$ cat src/rtl/sri_pkg.sv
package sri_pkg;
   localparam int T1_D4_FRAMES  = 12;
   localparam int T1_ESF_FRAMES = 24;
   localparam int E1_FRAMES     = 16;
   localparam int ROB_PERIOD    = 6;
   localparam int ROB_SLOTS     = 4;
   localparam int E1_SIG_TS     = 16;
   localparam int ROB_BIT       = 0;

   typedef struct packed {
      logic e1;
      logic esf;
      logic es_en;
      logic bp_2048;
   } sri_cfg_t;

   function automatic logic reins_allowed(input sri_cfg_t c);
      return c.es_en && (!c.e1 || c.bp_2048);
   endfunction
endpackage

$ cat src/rtl/sri_mf_tracker.sv
module sri_mf_tracker
   import sri_pkg::*;
#(
   parameter int FW = 5
) (
   input  logic          clk,
   input  logic          rst,
   input  logic          beat_first,
   input  logic          sync,
   input  logic          cfg_e1,
   input  logic          cfg_esf,
   output logic [FW-1:0] frame_cur,
   output logic          aligned_cur,
   output logic          robbed,
   output logic [1:0]    rob_idx
);
   localparam int FMAX = T1_ESF_FRAMES;

   if ((1 << FW) <= FMAX) begin : g_chk_fw
      $error("sri_mf_tracker: FW too narrow for frame count");
   end

   logic [FW-1:0] frame_q;
   logic          aligned_q;
   logic [FW-1:0] first_f;
   logic [FW-1:0] last_f;
   logic          hit;

   always_comb begin
      first_f = cfg_e1 ? '0 : FW'(1);
      if (cfg_e1)       last_f = FW'(E1_FRAMES - 1);
      else if (cfg_esf) last_f = FW'(T1_ESF_FRAMES);
      else              last_f = FW'(T1_D4_FRAMES);
   end

   always_comb begin
      frame_cur   = frame_q;
      aligned_cur = aligned_q;
      if (beat_first) begin
         if (sync) begin
            frame_cur   = first_f;
            aligned_cur = 1'b1;
         end else if (frame_q >= last_f) begin
            frame_cur = first_f;
         end else begin
            frame_cur = frame_q + 1'b1;
         end
      end
   end

   always_comb begin
      hit     = 1'b0;
      rob_idx = '0;
      for (int k = 1; k <= ROB_SLOTS; k++) begin
         if (frame_cur == FW'(k * ROB_PERIOD)) begin
            hit     = 1'b1;
            rob_idx = 2'(k - 1);
         end
      end
      robbed = hit && !cfg_e1 && aligned_cur;
   end

   always_ff @(posedge clk) begin
      if (rst) begin
         frame_q   <= '0;
         aligned_q <= 1'b0;
      end else begin
         frame_q   <= frame_cur;
         aligned_q <= aligned_cur;
      end
   end

   p_frame_bound_r2 : assert property (@(posedge clk) disable iff (rst)
      aligned_q |-> (frame_q <= last_f));

   p_sync_restart_r2 : assert property (@(posedge clk) disable iff (rst)
      (beat_first && sync) |=> (aligned_q && frame_q == $past(first_f)));
endmodule

$ cat src/rtl/sri_t1_lane.sv
module sri_t1_lane
   import sri_pkg::*;
#(
   parameter int DW        = 8,
   parameter int SIGW      = 4,
   parameter int N_SLOT    = 32,
   parameter int N_T1      = 24,
   parameter int SW        = 5,
   parameter bit HAS_FORCE = 1'b1
) (
   input  logic [SW-1:0]          slot,
   input  logic [DW-1:0]          data,
   input  logic [N_SLOT*SIGW-1:0] sig_words,
   input  logic [N_SLOT-1:0]      reins_mask,
   input  logic [N_T1-1:0]        force_mask,
   input  logic                   robbed,
   input  logic [1:0]             rob_idx,
   input  logic                   allow,
   output logic [DW-1:0]          data_out,
   output logic                   force_hit
);
   logic            chan_ok;
   logic [SIGW-1:0] word;
   logic            sig_bit;
   logic            rein_hit;

   always_comb begin
      chan_ok  = 32'(slot) < N_T1;
      word     = sig_words[int'(slot) * SIGW +: SIGW];
      sig_bit  = word[SIGW - 1 - int'(rob_idx)];
      rein_hit = allow && robbed && chan_ok && reins_mask[slot];
   end

   if (HAS_FORCE) begin : g_force
      logic [N_SLOT-1:0] fm_ext;
      assign fm_ext    = N_SLOT'(force_mask);
      assign force_hit = robbed && chan_ok && fm_ext[slot];
   end else begin : g_noforce
      assign force_hit = 1'b0;
   end

   always_comb begin
      data_out = data;
      if (force_hit)     data_out[ROB_BIT] = 1'b1;
      else if (rein_hit) data_out[ROB_BIT] = sig_bit;
   end
endmodule

$ cat src/rtl/sri_e1_lane.sv
module sri_e1_lane
   import sri_pkg::*;
#(
   parameter int DW     = 8,
   parameter int SIGW   = 4,
   parameter int N_SLOT = 32,
   parameter int SW     = 5,
   parameter int FW     = 5
) (
   input  logic [SW-1:0]          slot,
   input  logic [FW-1:0]          frame,
   input  logic                   aligned,
   input  logic [DW-1:0]          data,
   input  logic [N_SLOT*SIGW-1:0] sig_words,
   input  logic [N_SLOT-1:0]      reins_mask,
   input  logic                   allow,
   output logic [DW-1:0]          data_out
);
   localparam int HALF = N_SLOT / 2;

   logic            hit;
   int unsigned     hi_idx;
   int unsigned     lo_idx;
   logic [SIGW-1:0] hi_word;
   logic [SIGW-1:0] lo_word;

   always_comb begin
      hi_idx  = 32'(frame) & (N_SLOT - 1);
      lo_idx  = (hi_idx + HALF) & (N_SLOT - 1);
      hi_word = sig_words[hi_idx * SIGW +: SIGW];
      lo_word = sig_words[lo_idx * SIGW +: SIGW];
      hit     = allow && aligned && (slot == SW'(E1_SIG_TS)) && (frame != '0);
   end

   always_comb begin
      data_out = data;
      if (hit) begin
         if (reins_mask[hi_idx]) data_out[DW-1 -: SIGW] = hi_word;
         if (reins_mask[lo_idx]) data_out[SIGW-1:0]     = lo_word;
      end
   end
endmodule

$ cat src/rtl/sri_sig_reinsert.sv
module sri_sig_reinsert
   import sri_pkg::*;
#(
   parameter int DW        = 8,
   parameter int SIGW      = 4,
   parameter int N_SLOT    = 32,
   parameter int N_T1      = 24,
   parameter int FW        = 5,
   parameter bit HAS_E1    = 1'b1,
   parameter bit HAS_FORCE = 1'b1,
   localparam int SW       = $clog2(N_SLOT)
) (
   input  logic                   clk,
   input  logic                   rst,
   input  logic                   in_valid,
   input  logic [DW-1:0]          in_data,
   input  logic [SW-1:0]          in_slot,
   input  logic                   in_mfsync,
   input  logic                   cfg_e1,
   input  logic                   cfg_esf,
   input  logic                   cfg_es_en,
   input  logic                   cfg_bp_2048,
   input  logic [N_SLOT-1:0]      reins_mask,
   input  logic [N_T1-1:0]        force_mask,
   input  logic [N_SLOT*SIGW-1:0] sig_words,
   output logic                   out_valid,
   output logic [DW-1:0]          out_data
);
   if (DW != 2 * SIGW) begin : g_chk_dw
      $error("sri_sig_reinsert: DW must hold two signaling words");
   end
   if (N_SLOT != (1 << SW) || N_SLOT < 2 * E1_FRAMES) begin : g_chk_slot
      $error("sri_sig_reinsert: N_SLOT must be a power of two of at least 32");
   end
   if (N_T1 > N_SLOT || N_T1 < 1) begin : g_chk_t1
      $error("sri_sig_reinsert: N_T1 out of range");
   end
   if (SIGW < ROB_SLOTS) begin : g_chk_sigw
      $error("sri_sig_reinsert: SIGW must cover four signaling bits");
   end

   sri_cfg_t      cfg;
   logic          allow;
   logic          beat_first;
   logic [FW-1:0] frame_cur;
   logic          aligned_cur;
   logic          robbed;
   logic [1:0]    rob_idx;
   logic [DW-1:0] t1_out;
   logic [DW-1:0] e1_out;
   logic [DW-1:0] lane_out;
   logic          t1_force_hit;

   always_comb begin
      cfg        = '{e1: cfg_e1, esf: cfg_esf, es_en: cfg_es_en, bp_2048: cfg_bp_2048};
      allow      = reins_allowed(cfg);
      beat_first = in_valid && (in_slot == '0);
   end

   sri_mf_tracker #(.FW(FW)) i_trk (
      .clk        (clk),
      .rst        (rst),
      .beat_first (beat_first),
      .sync       (in_mfsync),
      .cfg_e1     (cfg.e1),
      .cfg_esf    (cfg.esf),
      .frame_cur  (frame_cur),
      .aligned_cur(aligned_cur),
      .robbed     (robbed),
      .rob_idx    (rob_idx)
   );

   sri_t1_lane #(
      .DW(DW), .SIGW(SIGW), .N_SLOT(N_SLOT), .N_T1(N_T1), .SW(SW), .HAS_FORCE(HAS_FORCE)
   ) i_t1 (
      .slot      (in_slot),
      .data      (in_data),
      .sig_words (sig_words),
      .reins_mask(reins_mask),
      .force_mask(force_mask),
      .robbed    (robbed),
      .rob_idx   (rob_idx),
      .allow     (allow),
      .data_out  (t1_out),
      .force_hit (t1_force_hit)
   );

   if (HAS_E1) begin : g_e1
      sri_e1_lane #(
         .DW(DW), .SIGW(SIGW), .N_SLOT(N_SLOT), .SW(SW), .FW(FW)
      ) i_e1 (
         .slot      (in_slot),
         .frame     (frame_cur),
         .aligned   (aligned_cur),
         .data      (in_data),
         .sig_words (sig_words),
         .reins_mask(reins_mask),
         .allow     (allow),
         .data_out  (e1_out)
      );
   end else begin : g_no_e1
      assign e1_out = in_data;
   end

   assign lane_out = cfg.e1 ? e1_out : t1_out;

   always_ff @(posedge clk) begin
      if (rst) begin
         out_valid <= 1'b0;
         out_data  <= '0;
      end else begin
         out_valid <= in_valid;
         if (in_valid) out_data <= lane_out;
      end
   end

   p_latency_r1 : assert property (@(posedge clk) disable iff (rst)
      !$past(rst) |-> (out_valid == $past(in_valid)));

   p_t1_upper_r3 : assert property (@(posedge clk) disable iff (rst)
      (!$past(rst) && $past(in_valid) && !cfg_e1) |->
         (out_data[DW-1:1] == $past(in_data[DW-1:1])));

   p_force_wins_r7 : assert property (@(posedge clk) disable iff (rst)
      (!$past(rst) && $past(in_valid && t1_force_hit)) |-> out_data[ROB_BIT]);

   p_gate_e1_r5 : assert property (@(posedge clk) disable iff (rst)
      (!$past(rst) && $past(in_valid) && cfg_e1 && !$past(allow)) |->
         (out_data == $past(in_data)));

   p_e1_other_slot_r4 : assert property (@(posedge clk) disable iff (rst)
      (!$past(rst) && $past(in_valid) && cfg_e1 && $past(in_slot) != SW'(E1_SIG_TS)) |->
         (out_data == $past(in_data)));

   p_reset_r10 : assert property (@(posedge clk)
      $past(rst) |-> (!out_valid && out_data == '0));
endmodule

$ cat config.mk
export PLATFORM = sky130hd
export DESIGN_NAME = sri_sig_reinsert
export DESIGN_NICKNAME = d
export VERILOG_FILES = /design/src/rtl/sri_pkg.sv /design/src/rtl/sri_mf_tracker.sv /design/src/rtl/sri_t1_lane.sv /design/src/rtl/sri_e1_lane.sv /design/src/rtl/sri_sig_reinsert.sv
export SDC_FILE = /design/constraint.sdc
export NUM_CORES = 1
export LEC_CHECK = 0
export BUFFER_PORTS_ARGS = -buffer_cell sky130_fd_sc_hd__clkbuf_2
export CORE_ASPECT_RATIO = 1.2
export CORE_MARGIN = 1
export CORE_UTILIZATION = 44
export DETAILED_ROUTE_END_ITERATION = 12
export PLACE_DENSITY = 0.91
export SLEW_MARGIN = 10
export SYNTH_ARGS = -nofsm -noshare
export SYNTH_HDL_FRONTEND = slang
export SYNTH_SLANG_ARGS = --single-unit
$ cat constraint.sdc
create_clock -name clk -period 3.8 [get_ports clk]
set_clock_uncertainty 0.2 [all_clocks]
set_input_delay 0.19 -clock clk [delete_from_list [all_inputs] [get_ports clk]]
set_output_delay 0.19 -clock clk [all_outputs]
set_load 0.05 [all_outputs]
# Word level (Yosys, flattened, before mapping)
# Cells that the tools add are included.
dict set report word_totals {
  out_inout_bits 9
  regBits 15
  elab_cells 69
}
dict set report op_classes {
  n_mux 32
  addsub 3
  eq_ne 5
  n_lt_le_gt_ge 6
  reduce_logical 16
  n_shift 3
}
# op n
set ops {}
lappend ops {{$shiftx 128x8->4} 3}
lappend ops {{$lt 32x4->1 const B} 1}
lappend ops {{$mux 5} 5}
lappend ops {{$bmux 1 s5} 4}
lappend ops {{$lt 5x6->1 const B} 3}
lappend ops {{$mux 1} 16}
lappend ops {{$mux 8} 2}
lappend ops {{$eq 5x5->1 const B} 3}
lappend ops {{$logic_and 1x1->1} 12}
lappend ops {{$mux 4} 2}
lappend ops {{$add 5x1->5 const B} 1}
lappend ops {{$add 5x5->5 const B} 1}
lappend ops {{$eq 5x3->1 const B} 1}
lappend ops {{$eq 5x4->1 const B} 1}
lappend ops {{$ge 5x5->1} 1}
lappend ops {{$logic_not 5->1} 1}
lappend ops {{$lt 5x5->1 const B} 1}
lappend ops {{$reduce_bool 5->1} 1}
lappend ops {{$mux 2} 2}
lappend ops {{$sub 2x2->3 const A} 1}
lappend ops {{$bmux 1 s2} 1}
lappend ops {{$logic_not 1->1} 1}
lappend ops {{$logic_or 1x1->1} 1}

# Longest topological paths before layout
# Gate-level depths: netlist of run 1.
dict set report depth {
  word_depth 19
  depth_mapped 20
  depth_no_buf 15
}

# Modules after synthesis
# A second synthesis of run 1 with hierarchy kept.
dict set report unflattened {
  cells_unflattened 352
  area_unflattened_um2 4314.1
}
# module area_per_inst_um2 cells_per_inst n_inst
set by_module_without_submodules {}
lappend by_module_without_submodules {sri_t1_lane 1730.4 121 1}
lappend by_module_without_submodules {sri_e1_lane 1601.5 122 1}
lappend by_module_without_submodules {sri_mf_tracker 570.5 67 1}
lappend by_module_without_submodules {sri_sig_reinsert 411.6 42 1}

# Worst setup path after synthesis of run 1
# No wires, ideal clock.
dict set report synth_path {
  path_type {in2reg}
  from {in cfg_e1}
  to {reg out_data[0]}
  required_time_ps 3507
  path_slack_ps 62
  arrival_time_ps 3445
  stages 16
  path_cell_list {clkbuf_1 inv_1 nand2_1 inv_1 ha_1 nor4_1 o21ai_1 a32o_4 or4_1 and3_1 o311ai_1 nor4_2 a22oi_2 and4b_1 mux2i_1 o311ai_2}
}
dict set report synth_between {
  elab_chain_cells 18
  elab_cells_between_ends 44
  classes_between {2 x add/sub; 1 x order compare; 4 x eq/ne; 1 x shift; 22 x mux; 14 x reduce/logical}
}
# element line
set synth_rtl {}
lappend synth_rtl {{start, declared} sri_sig_reinsert.sv:19} ;# input logic cfg_e1,
lappend synth_rtl {{parallel branches: the longest is 17 deep, another holds $ge 5x5->1} -}
lappend synth_rtl {{$mux 8 *} sri_sig_reinsert.sv:105} ;# assign lane_out = cfg.e1 ? e1_out : t1_out;
lappend synth_rtl {{end signal, assigned} sri_sig_reinsert.sv:113} ;# if (in_valid) out_data <= lane_out;
lappend synth_rtl {{end, declared} sri_sig_reinsert.sv:27} ;# output logic [DW-1:0] out_data
# Every way passes the cells marked *. The select of a mux whose other input is x is not followed.
# A chain may end at the register's enable or synchronous reset.

# Final worst setup path of run 1
dict set report layout_path {
  from {reg i_trk.frame_q[0]}
  to {reg out_data[0]}
}
dict set report layout_between {
  elab_chain_cells 17
  elab_cells_between_ends 38
  classes_between {3 x add/sub; 1 x order compare; 4 x eq/ne; 1 x shift; 20 x mux; 9 x reduce/logical}
}
# element line
set layout_rtl {}
lappend layout_rtl {{start, declared} sri_mf_tracker.sv:23} ;# logic [FW-1:0] frame_q;
lappend layout_rtl {{start signal, assigned} sri_mf_tracker.sv:68} ;# frame_q <= frame_cur;
lappend layout_rtl {{$add 5x1->5 / $ge 5x5->1 (equally long branches)} {sri_mf_tracker.sv:46, sri_mf_tracker.sv:43}}
lappend layout_rtl {{$mux 5} sri_mf_tracker.sv:43} ;# end else if (frame_q >= last_f) begin
lappend layout_rtl {{$mux 5} sri_mf_tracker.sv:40} ;# if (sync) begin
lappend layout_rtl {{$mux 5 *} sri_mf_tracker.sv:39} ;# if (beat_first) begin
lappend layout_rtl {{parallel branches: the longest is 12 deep, another holds $add 5x5->5} -}
lappend layout_rtl {{$mux 8 *} sri_sig_reinsert.sv:105}
# Marked as above.

==> results of run 1 <==
-- worst reg2reg max path, delay by kind of cell (launching register included) --
family / cells / cell delay (ns)
mux: 1 / 0.13
fa+ha+maj: 1 / 0.41
compound gates: 5 / 1.31
simple gates: 5 / 0.82
flops: 1 / 0.34
buf+inv: 2 / 0.38
-- routing by layer --
metal | wire length, um | global-route usage (%)
met4 | 965 | 14.97
met3 | 2348 | 7.930
met2 | 8758 | 58.07
met5 | 0 | 0
met1 | 6396 | 41.80
-- where the power goes --
group	switching (W)	internal (W)	leakage (nW)	total (W)
Clock	0.0000615	0.000142	0.0382	0.000203
Sequential	0.00000338	0.000164	0.123	0.000167
Combinational	0.000239	0.000256	2.53	0.000496
-- final timing paths --
path | start | endpoint | slack (ns) | cells past startpoint
max | i_trk.frame_q[0] | out_data[0] | 0.12 | 14
min | in_data[4] | out_data[4] | 0.04 | 3
max reg2reg | i_trk.frame_q[0] | out_data[0] | 0.12 | 14
min reg2reg | out_data[6] | out_data[6] | 0.25 | 2
-- cell type report --
cell class / instances / area [sq um] / area share [%]
multi-input cells: 451 / 3999 / 66.67
repair buffers: 257 / 1425 / 23.76
flip-flops and latches: 15 / 300.3 / 5.006
well taps: 126 / 157.7 / 2.628
clock buffers: 4 / 78.83 / 1.314
inverters: 10 / 37.54 / 0.6258
-- timing repair --
action,4_1_cts,5_1_grt
gates cloned,0,1
resized for setup,1,13
setup buffers,0,1
setup endpoints to repair,2,8
pin swaps,0,2
-- sequential cells by signal (all words and copies together) (netlist names) --
name	flops
i_trk.aligned_q	1
i_trk.frame_q	5
out_data	8
out_valid	1
-- logic make-up (layout without fill, tap and decap cells) --
family	count (synthesis)	count (layout)	synth area share, %
buffers and inverters	55	271	6.099
AO/OA/AOI/OAI	127	127	20.75
adder cells (fa/ha/maj)	5	5	1.392
multiplexers	110	110	41.97
AND/OR/NAND/NOR	205	206	22.53
flip-flops	15	15	6.683
XOR/XNOR	3	3	0.5849
-- cell usage in the layout, fill, tap and decap left out, drive strengths merged, types with 5 or more instances in the layout --
master / n
o211ai: 13
nand3: 28
and2: 7
inv: 10
nor3: 11
nor4: 13
mux4: 61
buf: 45
nor2: 39
a211oi: 11
mux2i: 38
ha: 5
a21oi: 28
dfxtp: 15
mux2: 11
a31oi: 8
nand2b: 6
a32oi: 5
o21ai: 19
clkbuf: 216
nand2: 83
o22ai: 5
-- per-stage QoR --
| step | cells | hold slack (ns) | instance area [sq um] | TNS, ns | power [W] |
|---|---|---|---|---|---|
| floorplan | 520 | 0.1300 | 4493 | 0 | 0.0004488 |
| global placement | 857 | 0.2360 | 5841 | 0 | 0.0006427 |
| detailed placement | 857 | 0.2431 | 5841 | -0.4104 | 0.0006514 |
| CTS | 861 | 0.03617 | 5923 | 0 | 0.0008546 |
| global route | 863 | 0.03899 | 5998 | -0.1755 | 0.0009069 |
| finish | 863 | 0.03587 | 5998 | 0 | 0.0008666 |
==> summary.txt, run 1 <==
Initial Util: 45.11%
Hold/Removal Path Class: input port to register
Async SR Flop Fraction: 0%
Clock-pin slew on the worst setup and hold paths: 0.05 ns
Core Util, Final: 60.23%
Num ports: 214
Clk_lat worst skew: 0.24 ns
Post-Syn Area: 4493 sq um
Post-Syn Nets: 730
HPWL Detailed: 14.62 mm
Synth top cells by count: 83 x nand2_1, 61 x mux4_2, 37 x mux2i_1
Crit Path Class: register to register
Synthesis-to-layout area growth: 33.50%
Clk sinks: 15
Area contributors post-synth: mux4_2 31%, mux2i_1 8.2%, nand2_1 6.9%
Power density of the placed cells: 144.5 nW/um^2
CTS H-tree depth: 1
Synth warn: 0
CP Buf/Inv Count: 2
RSZ-0062 raised after global routing: true
Final net count: 948
Final ANT Viol Nets: 0
Grt total ovfl: 0
Routability cong.: 0.9779
Port Buf Inserts: 213
Family with the most delay on the worst path: compound AO/OA/AOI/OAI gates
Global-route wire length before repair: 28.68 mm
Slew HR: 45.84%
Rows: 40
CP Cell Sequence: buf_4 -> ha_1 -> nor2b_1 -> nand2_1 -> a221oi_1 -> nor3_2 -> buf_12 -> a2111o_1 -> o311ai_1 -> nor4_2 -> a22oi_2 -> and4b_1 -> mux2i_1 -> o311ai_2
Leak pwr: 2.689 nW
Drt pass-1 iters: 5
Gr usage total: 34.53%
Root Buffer Master: clkbuf_16
Wirelength per Cell: 21.40 um
Inserted Clock Buffers: 3
Post-synth top area share: 30.58%
CP arrival: 3.63 ns
Syn avg cell area: 8.640 sq um
Slowest cell on crit path: ha_1
Hold buffers post-CTS: 0
Worst Setup Start Kind: register
Clk buf depth: 2
Initial DRC count: 635
Worst path max stage delay: 0.41 ns
Req. time, crit path: 3.75 ns
Worst setup EP type: register
Final setup margin: 0.1184 ns
Largest net degree at the start of global routing: 65
#FFs+latches synth: 15
Routed vias/inst: 6.666
Synth Instances: 520
Yosys cell types: 71
Worst slew pin tran: 0.8124 ns
Primary FF master, synth: dfxtp_1
Maximum fanout along the worst path: 12
Most numerous cell in the Yosys netlist: nand2_1
DRC viols: 0
Fill cells: 868
Diode count: 0
Initial antenna violation count: 0
Final Max Slew Viols: 0
Layout cells sized above 1: 49.53%
Place WS: -0.1540 ns
Full die area: 10620 sq um
Vias in the first global route: 5754
Hold Fails Final Rpt: 0
Maximum vdd drop: 147.6 uV
Core area: 9960 sq um
Die W: 94.25 um
TritonCTS clock tree: done
Tcrit/Tclk final: 96.88%
Wirelength, routed: 18.47 mm
Post-synthesis sequential area ratio: 6.683%
Vias: 5753
# setup viols final: 0
Highest Clock Rate: 0.2716 GHz
Area leader, netlist: mux4_2
Post-synth EDFFs: 0
Die Span Y: 112.7 um
# Max-Cap Violations: 0
Min cycle time layout: 3.682 ns
Outcome: completed
Power figures use the tool's default switching activity.
==> inputs of run 2 (changes only) <==
==> constraint.sdc (replaced) <==
create_clock -name clk -period 3.8 [get_ports clk]
set_clock_uncertainty 0.2 [all_clocks]
set_input_delay 0.38 -clock clk [delete_from_list [all_inputs] [get_ports clk]]
set_output_delay 0.38 -clock clk [all_outputs]
set_load 0.05 [all_outputs]
==> run 2 against run 1 <==
Compared with the run above: via count increased by 0.45%; clock power about the same; setup slack gained 0.065 ns; sequential cell count unchanged; die area did not move; sequential power about the same; register-to-register slack better by 0.07 ns; power is 0.87% higher; utilization increased by 2.0 points; fmax rose by 1.8%; first-iteration DRC count fell by 18%; final cell count grew 2.0%; critical path type is now input port to register; largest cell class unchanged.
==> summary.txt, run 2 (synthesis gave the netlist of run 1 again) <==
Hold Fails Final Rpt: 0 (unchanged)
Worst setup EP type: register (unchanged)
Tcrit/Tclk final: 95.16% (was 96.88%)
Min cycle time layout: 3.616 ns (was 3.682 ns)
Drt pass-1 iters: 6 (was 5)
Vias: 5779 (was 5753)
Top flop regs: out_data (8), i_trk.frame_q (5) (unchanged)
Final ANT Viol Nets: 0 (unchanged)
Req. time, crit path: 3.75 ns (about the same)
TritonCTS clock tree: done (unchanged)
Worst Setup Start Kind: input port (was register)
CP arrival: 3.57 ns (was 3.63 ns)
Vias in the first global route: 5645 (was 5754)
Setup TNS: 0 ns (unchanged)
Place WS: -0.1803 ns (was -0.1540 ns)
Rows: 40 (unchanged)
CTS H-tree depth: 1 (unchanged)
Commonest non-fill, non-tap cells in the layout: 212 x clkbuf_2, 83 x nand2_1, 61 x mux4_2, 54 x buf_4, 37 x mux2i_1 (was 212 x clkbuf_2, 81 x nand2_1, 61 x mux4_2, 41 x buf_4, 36 x mux2i_1)
Worst slew pin tran: 0.8110 ns (was 0.8124 ns)
Power, Total: 0.0008741 W (was 0.0008666 W)
Most flops, register: out_data (unchanged)
Commonest non-fill, non-tap cell in the layout: clkbuf_2 (unchanged)
Highest Clock Rate: 0.2765 GHz (was 0.2716 GHz)
HPWL Detailed: 14.71 mm (was 14.62 mm)
Routability cong.: 0.9483 (was 0.9779)
Core area: 9960 sq um (unchanged)
Clk sinks: 15 (unchanged)
Worst reg2reg setup slack: 0.19 ns (was 0.12 ns)
Die W: 94.25 um (unchanged)
Die Span Y: 112.7 um (unchanged)
Initial DRC count: 523 (was 635)
Initial Util: 45.11% (unchanged)
Final Max Slew Viols: 0 (unchanged)
Gr usage total: 34.16% (was 34.53%)
# Max-Cap Violations: 0 (unchanged)
Global-route wire length before repair: 28.26 mm (was 28.68 mm)
Clock-pin slew on the worst setup and hold paths: 0.05 ns (about the same)
Synthesis-to-layout area growth: 38.01% (was 33.50%)
Routed vias/inst: 6.567 (was 6.666)
Crit Path Class: input port to register (was register to register)
Clk buf depth: 2 (unchanged)
Grt total ovfl: 0 (unchanged)
Maximum vdd drop: 143.4 uV (was 147.6 uV)
Clk_lat worst skew: 0.24 ns (about the same)
Initial antenna violation count: 0 (unchanged)
Hold/Removal Path Class: input port to register (unchanged)
Wirelength, routed: 18.39 mm (was 18.47 mm)
Layout cells sized above 1: 50.66% (was 49.53%)
Hold WS: 0.2218 ns (was 0.03587 ns)
Placed insts: 871 (was 857)
Cell Count, Final, Fillers Out: 880 (was 863)
Final net count: 965 (was 948)
Maximum fanout along the worst path: 7 (was 12)
Slew HR: 45.93% (was 45.84%)
Power density of the placed cells: 141.0 nW/um^2 (was 144.5 nW/um^2)
Outcome: completed (unchanged)
Root Buffer Master: clkbuf_16 (unchanged)
Port Buf Inserts: 213 (unchanged)
Diode count: 0 (unchanged)
Largest register FFs: 8 (unchanged)
# setup viols final: 0 (unchanged)
Largest net degree at the start of global routing: 47 (was 65)
Leak pwr: 2.796 nW (was 2.689 nW)
Num ports: 214 (unchanged)
Inserted Clock Buffers: 3 (unchanged)
DRC viols: 0 (unchanged)
Full die area: 10620 sq um (unchanged)
Final setup margin: 0.1838 ns (was 0.1184 ns)
Wirelength per Cell: 20.90 um (was 21.40 um)
-- run 2: final timing paths --
path                  to  cells past startpoint              from
max          out_data[0]                     16            cfg_e1
min          out_data[6]                      3        in_data[6]
max reg2reg  out_data[0]                     13  i_trk.frame_q[1]
min reg2reg  out_data[7]                      2       out_data[7]
-- run 2: metal layers --
metal	GRT usage (%)	wire length, um
met5	0	0
met4	17.54	1020
met3	6.116	2132
met2	56.86	8902
met1	41.85	6335
-- run 2: power by group --
group,total [W],internal (W),switching [W],leakage [nW]
registers,0.000167,0.000164,0.00000318,0.123
logic,0.000505,0.000264,0.000241,2.63
clock network,0.000202,0.000142,0.0000602,0.0382
-- run 2: worst max-delay path, stage by stage --
cell and delay [ns]:
clkbuf_2 0.09, inv_1 0.08, nand2_1 0.08, ha_1 0.21, nor4_2 0.28, o21ai_2 0.14, a32o_4 0.35, or4_4 0.54
and3_1 0.21, o311ai_2 0.25, nor4_2 0.06, buf_4 0.15, a22oi_2 0.13, and4b_1 0.22, mux2i_1 0.13, o311ai_2 0.25
-- run 2: timing repair --
item | CTS | global route
resized for setup | 0 | 17
setup buffers | 0 | 4
setup endpoints to repair | 0 | 8
hold buffers | 0 | 0
-- run 2: layout make-up --
class | instances | area, sq um
fill | 887 | 3759
tap | 126 | 157.7
clock buffer | 4 | 78.83
multi-input combinational | 450 | 4028
sequential | 15 | 300.3
inverter | 10 | 37.54
timing repair buffer | 275 | 1599
-- run 2: through the flow --
| step | utilization, % | area, sq um |
|---|---|---|
| finish | 62.26 | 6201 |
| floorplan | - | 4501 |
| CTS | 60.93 | 6068 |
| global route | 62.26 | 6201 |
| global placement | 60.14 | 5989 |
| detailed placement | 60.14 | 5989 |
